==> config.mk <==
export PLATFORM = sky130hd
export DESIGN_NAME = irq_aggregator
export DESIGN_NICKNAME = d
export VERILOG_FILES = /design/src/rtl/irq_agg_pkg.sv /design/src/rtl/irq_input_sync.sv /design/src/rtl/irq_capture.sv /design/src/rtl/irq_regs.sv /design/src/rtl/irq_aggregator.sv
export SDC_FILE = /design/constraint.sdc
export NUM_CORES = 1
export LEC_CHECK = 0
export ABC_AREA = 1
export BUFFER_PORTS_ARGS = -buffer_cell sky130_fd_sc_hd__buf_2
export CAP_MARGIN = 40
export CORE_UTILIZATION = 48
export CTS_CLUSTER_DIAMETER = 80
export DETAILED_ROUTE_END_ITERATION = 8
export PLACE_DENSITY = 0.73
export SLEW_MARGIN = 25
export SYNTH_ARGS = -nofsm -noshare
export SYNTH_HDL_FRONTEND = slang
export SYNTH_SLANG_ARGS = --single-unit
==> constraint.sdc <==
create_clock -name clk -period 1 [get_ports clk]
set_clock_uncertainty 0.1 [all_clocks]
set_input_delay 0.15 -clock clk [delete_from_list [all_inputs] [get_ports clk]]
set_output_delay 0.15 -clock clk [all_outputs]
set_load 0.01 [all_outputs]
==> src/rtl/irq_agg_pkg.sv <==
package irq_agg_pkg;

    localparam int REG_W  = 32;
    localparam int FIXED  = 16;
    localparam int ADDR_W = 2;

    typedef enum logic [ADDR_W-1:0] {
        ADR_STATUS = 2'd0,
        ADR_PEND   = 2'd1,
        ADR_ENABLE = 2'd2,
        ADR_ACK    = 2'd3
    } reg_addr_e;

endpackage

==> src/rtl/irq_input_sync.sv <==
// Two-flop synchronizer per line, then polarity normalization to active-high.
// Flops reset to each line's inactive level so no false event follows reset.
module irq_input_sync #(
    parameter int           N        = 24,
    parameter logic [N-1:0] ACT_HIGH = '1
) (
    input  logic         clk,
    input  logic         rst_n,
    input  logic [N-1:0] raw,
    output logic [N-1:0] norm
);

    logic [N-1:0] meta_q;
    logic [N-1:0] sync_q;

    for (genvar i = 0; i < N; i++) begin : g_line
        always_ff @(posedge clk or negedge rst_n) begin
            if (!rst_n) begin
                meta_q[i] <= ~ACT_HIGH[i];
                sync_q[i] <= ~ACT_HIGH[i];
            end else begin
                meta_q[i] <= raw[i];
                sync_q[i] <= meta_q[i];
            end
        end
    end

    assign norm = sync_q ^ ~ACT_HIGH;

endmodule

==> src/rtl/irq_capture.sv <==
// Turns normalized lines into per-cycle set requests: rising edge or level.
module irq_capture #(
    parameter int           N         = 24,
    parameter logic [N-1:0] EDGE_MODE = '1
) (
    input  logic         clk,
    input  logic         rst_n,
    input  logic [N-1:0] norm,
    output logic [N-1:0] set_vec
);

    logic [N-1:0] prev_q;

    always_ff @(posedge clk or negedge rst_n) begin
        if (!rst_n) prev_q <= '0;
        else        prev_q <= norm;
    end

    for (genvar i = 0; i < N; i++) begin : g_mode
        if (EDGE_MODE[i]) begin : g_edge
            assign set_vec[i] = norm[i] & ~prev_q[i];
        end else begin : g_level
            assign set_vec[i] = norm[i];
        end
    end

    // An edge-mode request never follows a cycle where the line was already high.
    assert_edge_rise_R4: assert property (@(posedge clk) disable iff (!rst_n)
        ((set_vec & EDGE_MODE & $past(norm)) == '0));

endmodule

==> src/rtl/irq_regs.sv <==
// Status, enable and the derived pending bits, plus the register read mux.
module irq_regs
    import irq_agg_pkg::*;
#(
    parameter int N = 24
) (
    input  logic              clk,
    input  logic              rst_n,
    input  logic [N-1:0]      set_vec,
    input  logic              we,
    input  logic [ADDR_W-1:0] addr,
    input  logic [REG_W-1:0]  wdata,
    output logic [N-1:0]      pending,
    output logic [REG_W-1:0]  rdata
);

    logic [N-1:0] status_q;
    logic [N-1:0] enable_q;
    logic [N-1:0] ack_bits;
    logic         en_wr;

    assign en_wr    = we && (addr == ADR_ENABLE);
    assign ack_bits = (we && (addr == ADR_ACK)) ? wdata[N-1:0] : '0;

    always_ff @(posedge clk or negedge rst_n) begin
        if (!rst_n) begin
            status_q <= '0;
            enable_q <= '0;
        end else begin
            status_q <= (status_q & ~ack_bits) | set_vec;
            if (en_wr) enable_q <= wdata[N-1:0];
        end
    end

    assign pending = status_q & enable_q;

    always_comb begin
        unique case (reg_addr_e'(addr))
            ADR_STATUS: rdata = REG_W'(status_q);
            ADR_PEND:   rdata = REG_W'(pending);
            ADR_ENABLE: rdata = REG_W'(enable_q);
            ADR_ACK:    rdata = '0;
            default:    rdata = '0;
        endcase
    end

    assert_sticky_R4: assert property (@(posedge clk) disable iff (!rst_n)
        (ack_bits == '0) |=> ((status_q & $past(status_q)) == $past(status_q)));

    assert_ack_keep_R7: assert property (@(posedge clk) disable iff (!rst_n)
        (ack_bits != '0) |=>
        ((status_q & $past(status_q) & ~$past(ack_bits)) == ($past(status_q) & ~$past(ack_bits))));

    assert_reset_wins_R8: assert property (@(posedge clk) disable iff (!rst_n)
        (set_vec != '0) |=> ((status_q & $past(set_vec)) == $past(set_vec)));

    assert_en_write_R3: assert property (@(posedge clk) disable iff (!rst_n)
        en_wr |=> (enable_q == $past(wdata[N-1:0])));

    assert_en_hold_R9: assert property (@(posedge clk) disable iff (!rst_n)
        !en_wr |=> $stable(enable_q));

endmodule

==> src/rtl/irq_aggregator.sv <==
module irq_aggregator
    import irq_agg_pkg::*;
#(
    parameter int          EXT_COUNT = 8,
    parameter logic [15:0] EXT_EDGE  = 16'h000F,
    parameter logic [15:0] EXT_HIGH  = 16'h0033
) (
    input  logic                      clk,
    input  logic                      rst_n,
    input  logic [FIXED+EXT_COUNT-1:0] irq_src,
    input  logic                      reg_we,
    input  logic [ADDR_W-1:0]         reg_addr,
    input  logic [REG_W-1:0]          reg_wdata,
    output logic [REG_W-1:0]          reg_rdata,
    output logic                      irq_out
);

    localparam int          TOTAL    = FIXED + EXT_COUNT;
    localparam logic [31:0] EDGE32   = {EXT_EDGE, 16'hFFFF};
    localparam logic [31:0] HIGH32   = {EXT_HIGH, 16'hFFFF};
    localparam logic [TOTAL-1:0] EDGE_ALL = EDGE32[TOTAL-1:0];
    localparam logic [TOTAL-1:0] HIGH_ALL = HIGH32[TOTAL-1:0];

    if (EXT_COUNT > 16) begin : g_bad_count
        $error("EXT_COUNT must not exceed 16");
    end

    logic [TOTAL-1:0] norm;
    logic [TOTAL-1:0] set_vec;
    logic [TOTAL-1:0] pending;

    irq_input_sync #(.N(TOTAL), .ACT_HIGH(HIGH_ALL)) u_sync (
        .clk   (clk),
        .rst_n (rst_n),
        .raw   (irq_src),
        .norm  (norm)
    );

    irq_capture #(.N(TOTAL), .EDGE_MODE(EDGE_ALL)) u_cap (
        .clk     (clk),
        .rst_n   (rst_n),
        .norm    (norm),
        .set_vec (set_vec)
    );

    irq_regs #(.N(TOTAL)) u_regs (
        .clk     (clk),
        .rst_n   (rst_n),
        .set_vec (set_vec),
        .we      (reg_we),
        .addr    (reg_addr),
        .wdata   (reg_wdata),
        .pending (pending),
        .rdata   (reg_rdata)
    );

    assign irq_out = |pending;

    assert_pend_read_R2: assert property (@(posedge clk) disable iff (!rst_n)
        (reg_addr == ADR_PEND) |-> ((reg_rdata != '0) == irq_out));

endmodule

==> out/results.txt, run 1 <==
Leakage - 3.426 nW
Fmax - 0.5168 GHz
Most common cell after layout, fill and taps aside - dfrtp_1
Sink Count - 116
Via/cell ratio - 4.986
Vias - 3680
WL per Instance - 15.14 µm
Comb power frac - 14.9%
Largest net degree at the start of global routing - 29
Number of CTS-inserted buffers - 17
Effective utilization at floorplan - 49.47%
Finished layout cell area - 6561 µm²
Reg clk slew, reported paths - 50 ps
Crit Path Max Fanout - 3
Final min period - 1935 ps
Drt drc - 0
Min-delay worst type - primary input to asynchronous set/reset pin
Root Buffer - clkbuf_8
Synthesized area per cell - 9.983 µm²
Post-Syn Area - 4293 µm²
Core Area - 8678 µm²
Seq pwr share - 39.9%
Insertion delay to the later sink of the worst-skew pair - 510 ps
Max Transition Viols Final - 0
Starting DRT DRC Count - 241
Gr ovfl total - 0
Req. time, crit path - 750 ps
Critical path type - flop to output pin
Setup TNS - -15610 ps
Gr usage total - 24.52%
CTS Hold Bufs - 49
GPL Wtd Cong - 0.8422
Die height - 96.57 µm
Fin worst setup slack - -935.2 ps
Layout cells sized above 1 - 33.86%
Startpoint Class - flop
Pwr Density - 2033 nW/µm²
TritonRoute pass-1 iters - 6
Fill count - 539
RSZ-0062 raised after global routing - true
P_int - 10.11 mW
Peak supply drop - 1254 µV
Layout area overhead - 52.84%
H-tree depth - 4
Max-cap check violation count - 0
Outcome - finished, violations left
Clock share of power - 45.2%
CTS tree - done
NetSw - 3.226 mW
Wirelength, routed - 11170 µm
IO Port Bufs - 77
Distinct cells, synth - 17
Sequential share of the synthesized area - 67.85%
Global-route wire length before repair - 16560 µm
Remaining antenna violation count - 0
Boundary Pins - 94
Violated checks - negative hold slack, negative setup slack
CTS max path bufs - 2
Place WS - -305.7 ps
Synth Instances - 430
Dpl cell area - 5127 µm²
Die extent in x - 96.57 µm
Most frequent cells in the layout - dfrtp_1, nand2_1, inv_1
Setup Viol. Count Final - 28
Die area - 9326 µm²
Sw Ratio - 24.19%
DPL Wire Length - 6134 µm
Ratio of final minimum period to clock period - 193.5%
Crit path capture type - output pin
# rows - 34
Yosys warns - 0
Synthesis-stage register bit count - 116
Initial antenna violation count - 1
Nets@finish - 677
Final Hold Viols - 9
Number of global-route vias before repair - 3625
Worst EP arrival - 1690 ps
Hold slack final - -34.73 ps
## cells in the mapped netlist (all sizes together)
| master | n | area [µm²] |
|---|---|---|
| nand3 | 2 | 10.01 |
| inv | 74 | 277.8 |
| nand2 | 115 | 434.2 |
| nor2 | 9 | 41.29 |
| conb | 1 | 3.750 |
| o21ai | 92 | 475.4 |
| dfrtp | 108 | 2703 |
| dfstp | 8 | 210.2 |
| clkbuf | 5 | 18.77 |
| buf | 16 | 118.9 |
## path summary, 6_finish.rpt
kind                                         start  slack [ps]  cells after the start                  end
worst max-delay path            u_regs.status_q[7]        -940                      7              irq_out
worst min-delay path                         rst_n         -30                      2    u_sync.meta_q[17]
worst max register to register  u_regs.status_q[3]        -160                      5   u_regs.status_q[3]
worst min register to register   u_sync.meta_q[13]         240                      0      u_sync.norm[13]
max in group asynchronous                    rst_n         360                      3    u_sync.meta_q[22]
min in group clk                       reg_addr[0]          70                      5  u_regs.enable_q[23]
## routing by layer
metal	vias up	track usage [%]	share of wire, %
met5	-	0	0
met2	187	41.43	52
met1	1759	29.08	38
met3	57	6.495	6.1
met4	0	11.89	4.2
li1	1677	-	-
## what timing repair did
item | in CTS | in global routing
setup endpoints to repair | 25 | 29
endpoints found under the hold margin | 188 | 9
gates resized for setup | 56 | 43
pin swaps | 15 | 19
buffers inserted | 7 | 10
## layout make-up
cell class | count | area [µm²] | share of cell area [%]
timing repair buffer | 181 | 1496 | 22.81
clock inverter | 8 | 122.6 | 1.869
antenna | 1 | 2.502 | 0.03814
sequential | 116 | 2913 | 44.39
clock buffer | 24 | 480.5 | 7.323
multi-input combinational | 226 | 1134 | 17.28
inverter | 74 | 277.8 | 4.233
tap | 108 | 135.1 | 2.060
## per-stage QoR
step	std cells	total power [mW]	hold WS [ps]	util, %
after global placement	644	6.734	-54.32	59.08
after floorplan	437	6.010	-245.6	-
after CTS	730	13.11	-37.77	73.34
after global routing	738	13.89	-35.38	75.61
final	738	13.34	-34.73	75.61
after detailed placement	644	6.787	-48.90	59.08
## registers in the layout, summed over array words and instances, names as in the netlist
name             flops
u_sync.sync_q        4
u_sync.meta_q       24
u_sync.norm         20
u_regs.enable_q     24
u_cap.prev_q        20
u_regs.status_q     24
## cells by family after synthesis
group                  synth area share, %
buffers and inverters                9.677
AO/OA/AOI/OAI                        11.08
other                              0.08735
AND/OR/NAND/NOR                      11.31
flip-flops                           67.85
## power by group through the flow
| stage | Sequential, mW | Clock (mW) | Combinational, mW |
|---|---|---|---|
| 6_report | 5.32 | 6.03 | 1.99 |
| 5_1_grt | 5.35 | 6.35 | 2.19 |
| 4_1_cts | 5.30 | 6.08 | 1.73 |
| 3_5_place_dp | 5.35 | 0 | 1.44 |
| 3_3_place_gp | 5.33 | 0 | 1.40 |
| 2_1_floorplan | 5.31 | 0 | 0.698 |
## critical path, cell delays in order (launching register included)
cell and delay [ps]:
dfrtp_1 410, nand2_1 100, nand2_2 60, nor2_1 160, nand2_1 120, nor2_1 120
nand2_1 80, buf_2 140
Note: power is estimated with default switching activity, not from simulation.
==> run 2, diff against run 1 <==
ABC_AREA = unset   (was 1)
CORE_UTILIZATION = 49   (was 48)
SETUP_SLACK_MARGIN = 0.4   (was unset)
SYNTH_HIERARCHICAL = 1   (was unset)
==> run 2 against run 1 <==
Effect of this change: the run still ends with negative hold slack, negative setup slack left; global-route usage rose by 1.1 points; synthesized cell count fell by 20%; synthesized area rose by 11%; flip-flop and latch count did not move; critical path type unchanged; highest routed layer unchanged.
==> out/results.txt, run 2 <==
Outcome - finished, violations left
Violated checks - negative hold slack, negative setup slack
Startpoint Class - flop
GR met2 Demand/Resource - 44.42% (+3.0 points)
GPL Wtd Cong - 0.7930 (-5.8%)
Vias - 3278 (-11%)
TritonRoute pass-1 iters - 4 (-2)
H-tree depth - 4 (unchanged)
Crit Path Max Fanout - 2 (-1)
Final min period - 2190 ps (+255.1 ps)
Max Transition Viols Final - 0 (unchanged)
Die height - 100.7 µm (+4.3%)
Layer with the highest usage - met2
Post-Syn Area - 4775 µm² (+11%)
Yosys warns - 6 (+6)
Largest area contributor in the netlist - dfrtp_1
Most common cell after layout, fill and taps aside - dfrtp_1
Root Buffer - clkbuf_8
# rows - 35 (+2.9%)
Insertion delay to the later sink of the worst-skew pair - 520 ps (about the same)
Starting DRT DRC Count - 217 (-10%)
Pwr Density - 2029 nW/µm² (-0.21%)
Final Hold Viols - 164 (+155)
Asr flop ratio synth - 100.0% (unchanged)
Wirelength, routed - 12140 µm (+8.6%)
Finished layout cell area - 7242 µm² (+10%)
Gr usage total - 25.63% (+1.1 points)
Buf/Inv on CP - 2 (+1)
CP delay by family, top - simple AND/OR/NAND/NOR gates
Sink Count - 116 (unchanged)
Via/cell ratio - 5.005 (+0.36%)
Reg clk slew, reported paths - 60 ps (about the same)
Global-route wire length before repair - 18790 µm (+13%)
Layout cells sized above 1 - 56.84% (+23 points)
Gr ovfl total - 0 (unchanged)
Drt drc - 0 (unchanged)
CTS max path bufs - 2 (unchanged)
Most frequent cells in the layout - dfrtp_1, buf_2, buf_6
Crit path largest cell delay - 380 ps (-30 ps)
DPL Wire Length - 6912 µm (+13%)
CTS tree - done
Leakage - 3.469 nW (+1.3%)
Die area - 10140 µm² (+8.8%)
Synthesized area per cell - 13.96 µm² (+40%)
Remaining antenna violation count - 0 (unchanged)
Ratio of final minimum period to clock period - 219.0% (+26 points)
Req. time, crit path - 750 ps (about the same)
Synth Instances - 342 (-20%)
RSZ-0062 raised after global routing - true
Max-cap check violation count - 0 (unchanged)
WL per Instance - 18.53 µm (+22%)
Slowest CP cell - dfrtp_1
Most frequently used flop master after synthesis - dfrtp_1
Die extent in x - 100.7 µm (+4.3%)
Core Area - 9328 µm² (+7.5%)
Crit path capture type - output pin
Synth top area cells - dfrtp_1, mux2_4, nor2b_4
CTS Hold Bufs - 24 (-51%)
Distinct cells, synth - 26 (+9)
Grt met3 use - 8.530% (+2.0 points)
IO Port Bufs - 77 (unchanged)
Yosys top cell area share - 56.60% (-6.4 points)
Crit-path cells - and2_4 > nor4_4 > buf_4 > and4_4 > nand3_2 > buf_6
Commonest cells in the netlist - dfrtp_1, buf_4, a21o_1, and2_1, nand2_1
Fmax - 0.4566 GHz (-12%)
Largest net degree at the start of global routing - 31 (+6.9%)
Effective utilization at floorplan - 51.19% (+1.7 points)
Worst EP arrival - 1940 ps (+250 ps)
Dpl cell area - 5809 µm² (+13%)
Number of global-route vias before repair - 3694 (+1.9%)
Hold slack final - -584.3 ps (-549.6 ps)
Top-count cell post-synth - dfrtp_1
Critical path type - flop to output pin
Synthesis-stage register bit count - 116 (unchanged)
Global Route met1 Usage - 28.42% (-0.66 points)
Initial antenna violation count - 0 (-1)
Min-delay worst type - primary input to asynchronous set/reset pin
Boundary Pins - 94 (unchanged)
Peak supply drop - 1398 µV (+11%)
Launching point of the worst reg2reg path - u_regs/enable_q[13]
Setup Viol. Count Final - 30 (+7.1%)
Fin worst setup slack - -1190 ps (-255.1 ps)
Biggest regs - u_regs/enable_q: 24 flops, u_regs/status_q: 24 flops, u_sync/meta_q: 24 flops
EDFF count, synth - 0 (unchanged)
Number of CTS-inserted buffers - 17 (unchanged)
Crit path from - u_regs/status_q[19]
Diodes inserted - 0 (-1)
Nets@finish - 574 (-15%)
Sequential share of the synthesized area - 61.01% (-6.8 points)
Layout area overhead - 51.68%
## run 2: stage by stage
step           util [%]  power [mW]  setup TNS [ps]  instances  worst slack, ps
6_report          77.64       14.69          -20060        655            -1190
4_1_cts           76.34       14.47          -20040        651            -1198
3_3_place_gp      62.28       7.534          -20310        589           -758.3
5_1_grt           77.64       15.23          -21420        655            -1246
2_1_floorplan         -       6.568           -7247        349           -287.0
3_5_place_dp      62.28       7.617          -21320        589           -757.4
## run 2: logic make-up after synthesis
logic type	after synthesis	synth area share [%]
flip-flops	116	61.01
AND/OR/NAND/NOR	99	15.02
AO/OA/AOI/OAI	50	8.989
buffers and inverters	49	7.049
multiplexers	27	7.862
other	1	0.07854
## run 2: timing repair
action / CTS / global route
gates resized for setup: 87 / 21
endpoints found under the hold margin: 188 / 164
pin swaps: 23 / 9
setup buffers: 6 / 4
endpoints found under the setup margin: 89 / 97
## run 2: final timing paths
check,end,slack [ps],cells after the start
hold / removal,u_sync/meta_q[20],-580,1
min in group clk,u_regs/enable_q[15],-220,2
hold reg to reg,u_sync/norm[14],250,0
max in group asynchronous,u_sync/meta_q[5],900,2
setup reg to reg,u_regs/enable_q[13],-120,3
setup / recovery,irq_out,-1190,6
## run 2: final cells by class
cell class                 instances  area [µm²]
timing repair buffer             189        1699
tap                              129       161.4
clock buffer                      19       441.7
sequential                       116        2913
clock inverter                    13       172.7
fill                             492        2086
inverter                           5       18.77
multi-input combinational        184        1836
## run 2: worst reg2reg max path: stages, from the launching register on
cell and delay (ps):
dfrtp_1 410, buf_6 130, buf_6 100, mux2_4 260
## run 2: where the power goes
part,switching (mW),internal (mW),leakage [nW],total [mW]
sequential,0.276,5.12,1.30,5.39
combinational,1.13,1.90,1.87,3.03
clock,2.30,3.97,0.299,6.26
total,3.71,11.0,3.47,14.7
## run 2: metal layers
metal / share of wire [%] / routed length, µm
met5: 0 / 0
met3: 4.1 / 503
met2: 52 / 6348
met4: 4.0 / 486
met1: 40 / 4802
==> run 3, diff against run 2 <==
GPL_TIMING_DRIVEN = 0   (was unset)
==> run 3 against run 2 <==
Effect of this change: the run still ends with negative hold slack, negative setup slack left; register-to-register slack improved by 30 ps; worst setup slack improved by 86 ps; core utilization decreased by 1.2 points; flip-flop and latch count unchanged; largest cell class unchanged; highest routed layer unchanged; first-iteration DRC count decreased by 43%; critical path depth decreased by 1; die area unchanged; via count decreased by 1.8%.
==> out/results.txt, run 3 (same netlist as run 2, synthesis figures left out) <==
Reg clk slew, reported paths - 60 ps (about the same)
Ratio of final minimum period to clock period - 210.4% (-8.6 points)
Boundary Pins - 94 (unchanged)
Die height - 100.7 µm (unchanged)
DP Cell Count - 555 (-5.8%)
DPL Wire Length - 6099 µm (-12%)
Max-cap check violation count - 0 (unchanged)
Launching point of the worst reg2reg path - u_regs/enable_q[0]
WP depth - 5 (-1)
Buf/Inv on CP - 1 (-1)
Starting DRT DRC Count - 124 (-43%)
Effective utilization at floorplan - 51.19% (unchanged)
Drt drc - 0 (unchanged)
Largest net degree at the start of global routing - 72 (+130%)
CTS tree - done
Setup Viol. Count Final - 34 (+13%)
Initial antenna violation count - 1 (+1)
Biggest regs - u_regs/enable_q: 24 flops, u_regs/status_q: 24 flops, u_sync/meta_q: 24 flops
Hold slack final - -466.2 ps (+118.1 ps)
RSZ-0062 raised after global routing - true
Outcome - finished, violations left
Worst reg2reg setup slack - -90 ps (+30 ps)
CP delay by family, top - simple AND/OR/NAND/NOR gates
Root Buffer - clkbuf_8
IO Port Bufs - 76 (-1.3%)
Worst EP arrival - 1850 ps (-90 ps)
H-tree depth - 4 (unchanged)
CTS Hold Bufs - 24 (unchanged)
Crit-path cells - and2_4 > nor4_4 > and4_4 > nand3_2 > buf_6
Vias - 3220 (-1.8%)
Most common cell after layout, fill and taps aside - dfrtp_1
Gr ovfl total - 0 (unchanged)
Crit path capture type - output pin
TritonRoute pass-1 iters - 4 (unchanged)
Req. time, crit path - 750 ps (about the same)
Insertion delay to the later sink of the worst-skew pair - 510 ps (about the same)
Nets@finish - 572 (-0.35%)
Layout cells sized above 1 - 56.87% (about the same)
Pwr Density - 1959 nW/µm² (-3.4%)
Fin worst setup slack - -1104 ps (+86.15 ps)
Via/cell ratio - 4.924 (-1.6%)
Startpoint Class - flop
Layout area overhead - 49.42%
Crit path to - irq_out
Number of global-route vias before repair - 3340 (-9.6%)
Die extent in x - 100.7 µm (unchanged)
Min-delay worst type - primary input to asynchronous set/reset pin
Leakage - 3.416 nW (-1.5%)
WL per Instance - 17.26 µm (-6.9%)
Wirelength, routed - 11290 µm (-7.0%)
GPL Wtd Cong - 0.7238 (-8.7%)
Gr usage total - 22.76% (-2.9 points)
CTS max path bufs - 2 (unchanged)
Core Area - 9328 µm² (unchanged)
Final Hold Viols - 160 (-2.4%)
Crit Path Max Fanout - 3 (+1)
Fmax - 0.4753 GHz (+4.1%)
Final min period - 2104 ps (-86.15 ps)
Peak supply drop - 979.8 µV (-30%)
R2R depth - 3 (unchanged)
Crit path largest cell delay - 400 ps (+20 ps)
Least-Margin Pin Slew - 959.7 ps
Sink Count - 116 (unchanged)
Number of CTS-inserted buffers - 17 (unchanged)
Most frequent cells in the layout - dfrtp_1, buf_2, buf_6
Global-route wire length before repair - 16880 µm (-10%)
Crit path from - u_regs/status_q[4]
Violated checks - negative hold slack, negative setup slack
Finished Core Util - 76.49% (-1.2 points)
R2R Path End - u_regs/enable_q[0]
Worst slew margin - 36.02%
Critical path type - flop to output pin
Final instance count without filler cells - 654 (-0.15%)
# rows - 35 (unchanged)
Remaining antenna violation count - 0 (unchanged)
Slowest CP cell - dfrtp_1
Die area - 10140 µm² (unchanged)
Max Transition Viols Final - 0 (unchanged)
Setup TNS - -19350 ps (+703.6 ps)
[run 3: cell types whose count changed in the layout (fill, tap and decap cells not counted), moves of 3 or more]
cell,delta
buf_12,-9
buf_4,+5
buf_6,-4
buf_16,+3
clkinv_4,-3
clkinvlp_4,+3
nand2b_1,+3
nand2b_4,-3
[run 3: through the flow]
| stage | area (µm²) | power [mW] | worst slack, ps |
|---|---|---|---|
| floorplan | 4902 | 6.568 | -287.0 |
| global placement | 5444 | 7.093 | -1672 |
| detailed placement | 5478 | 7.175 | -723.9 |
| CTS | 6774 | 13.58 | -1122 |
| global route | 7134 | 14.48 | -1150 |
| finish | 7134 | 13.98 | -1104 |
[run 3: layer usage]
metal / share of wire [%] / GRT usage, % / vias to the layer above / wire length [µm]
met5: 0 / 0 / - / 0
met4: 1.9 / 9.699 / 0 / 212
met3: 5.4 / 6.241 / 17 / 607
met2: 52 / 37.99 / 96 / 5892
met1: 41 / 27.89 / 1629 / 4577
li1: - / - / 1478 / -
[run 3: power breakdown]
group	internal, mW	switching (mW)
Clock	3.71	2.21
Sequential	5.12	0.325
Combinational	1.64	0.981
[run 3: how the worst min path moves through the flow]
stage / cells past startpoint / to
4_1_cts: 1 / u_sync/norm[15]
2_1_floorplan: 0 / u_cap/prev_q[0]
3_5_place_dp: 1 / u_sync/norm[15]
3_3_place_gp: 1 / u_sync/meta_q[22]
5_1_grt: 1 / u_sync/norm[15]
6_report: 1 / u_sync/norm[15]
[run 3: area by class of cell]
type | count | area [µm²]
flip-flops and latches | 116 | 2913
multi-input cells | 184 | 1822
well taps | 129 | 161.4
fillers | 531 | 2193
inverters | 5 | 18.77
plain buffers | 44 | 466.7
clock inverters | 13 | 147.6
diodes | 1 | 2.502
clock buffers | 19 | 441.7
repair buffers | 143 | 1161
[run 3: repair_timing]
item | CTS | global route
gates resized for setup | 71 | 38
setup endpoints to repair | 97 | 98
pin swaps | 14 | 15
buffers inserted | 17 | 23
hold endpoints to repair | 142 | 118
cloned | 2 | 0
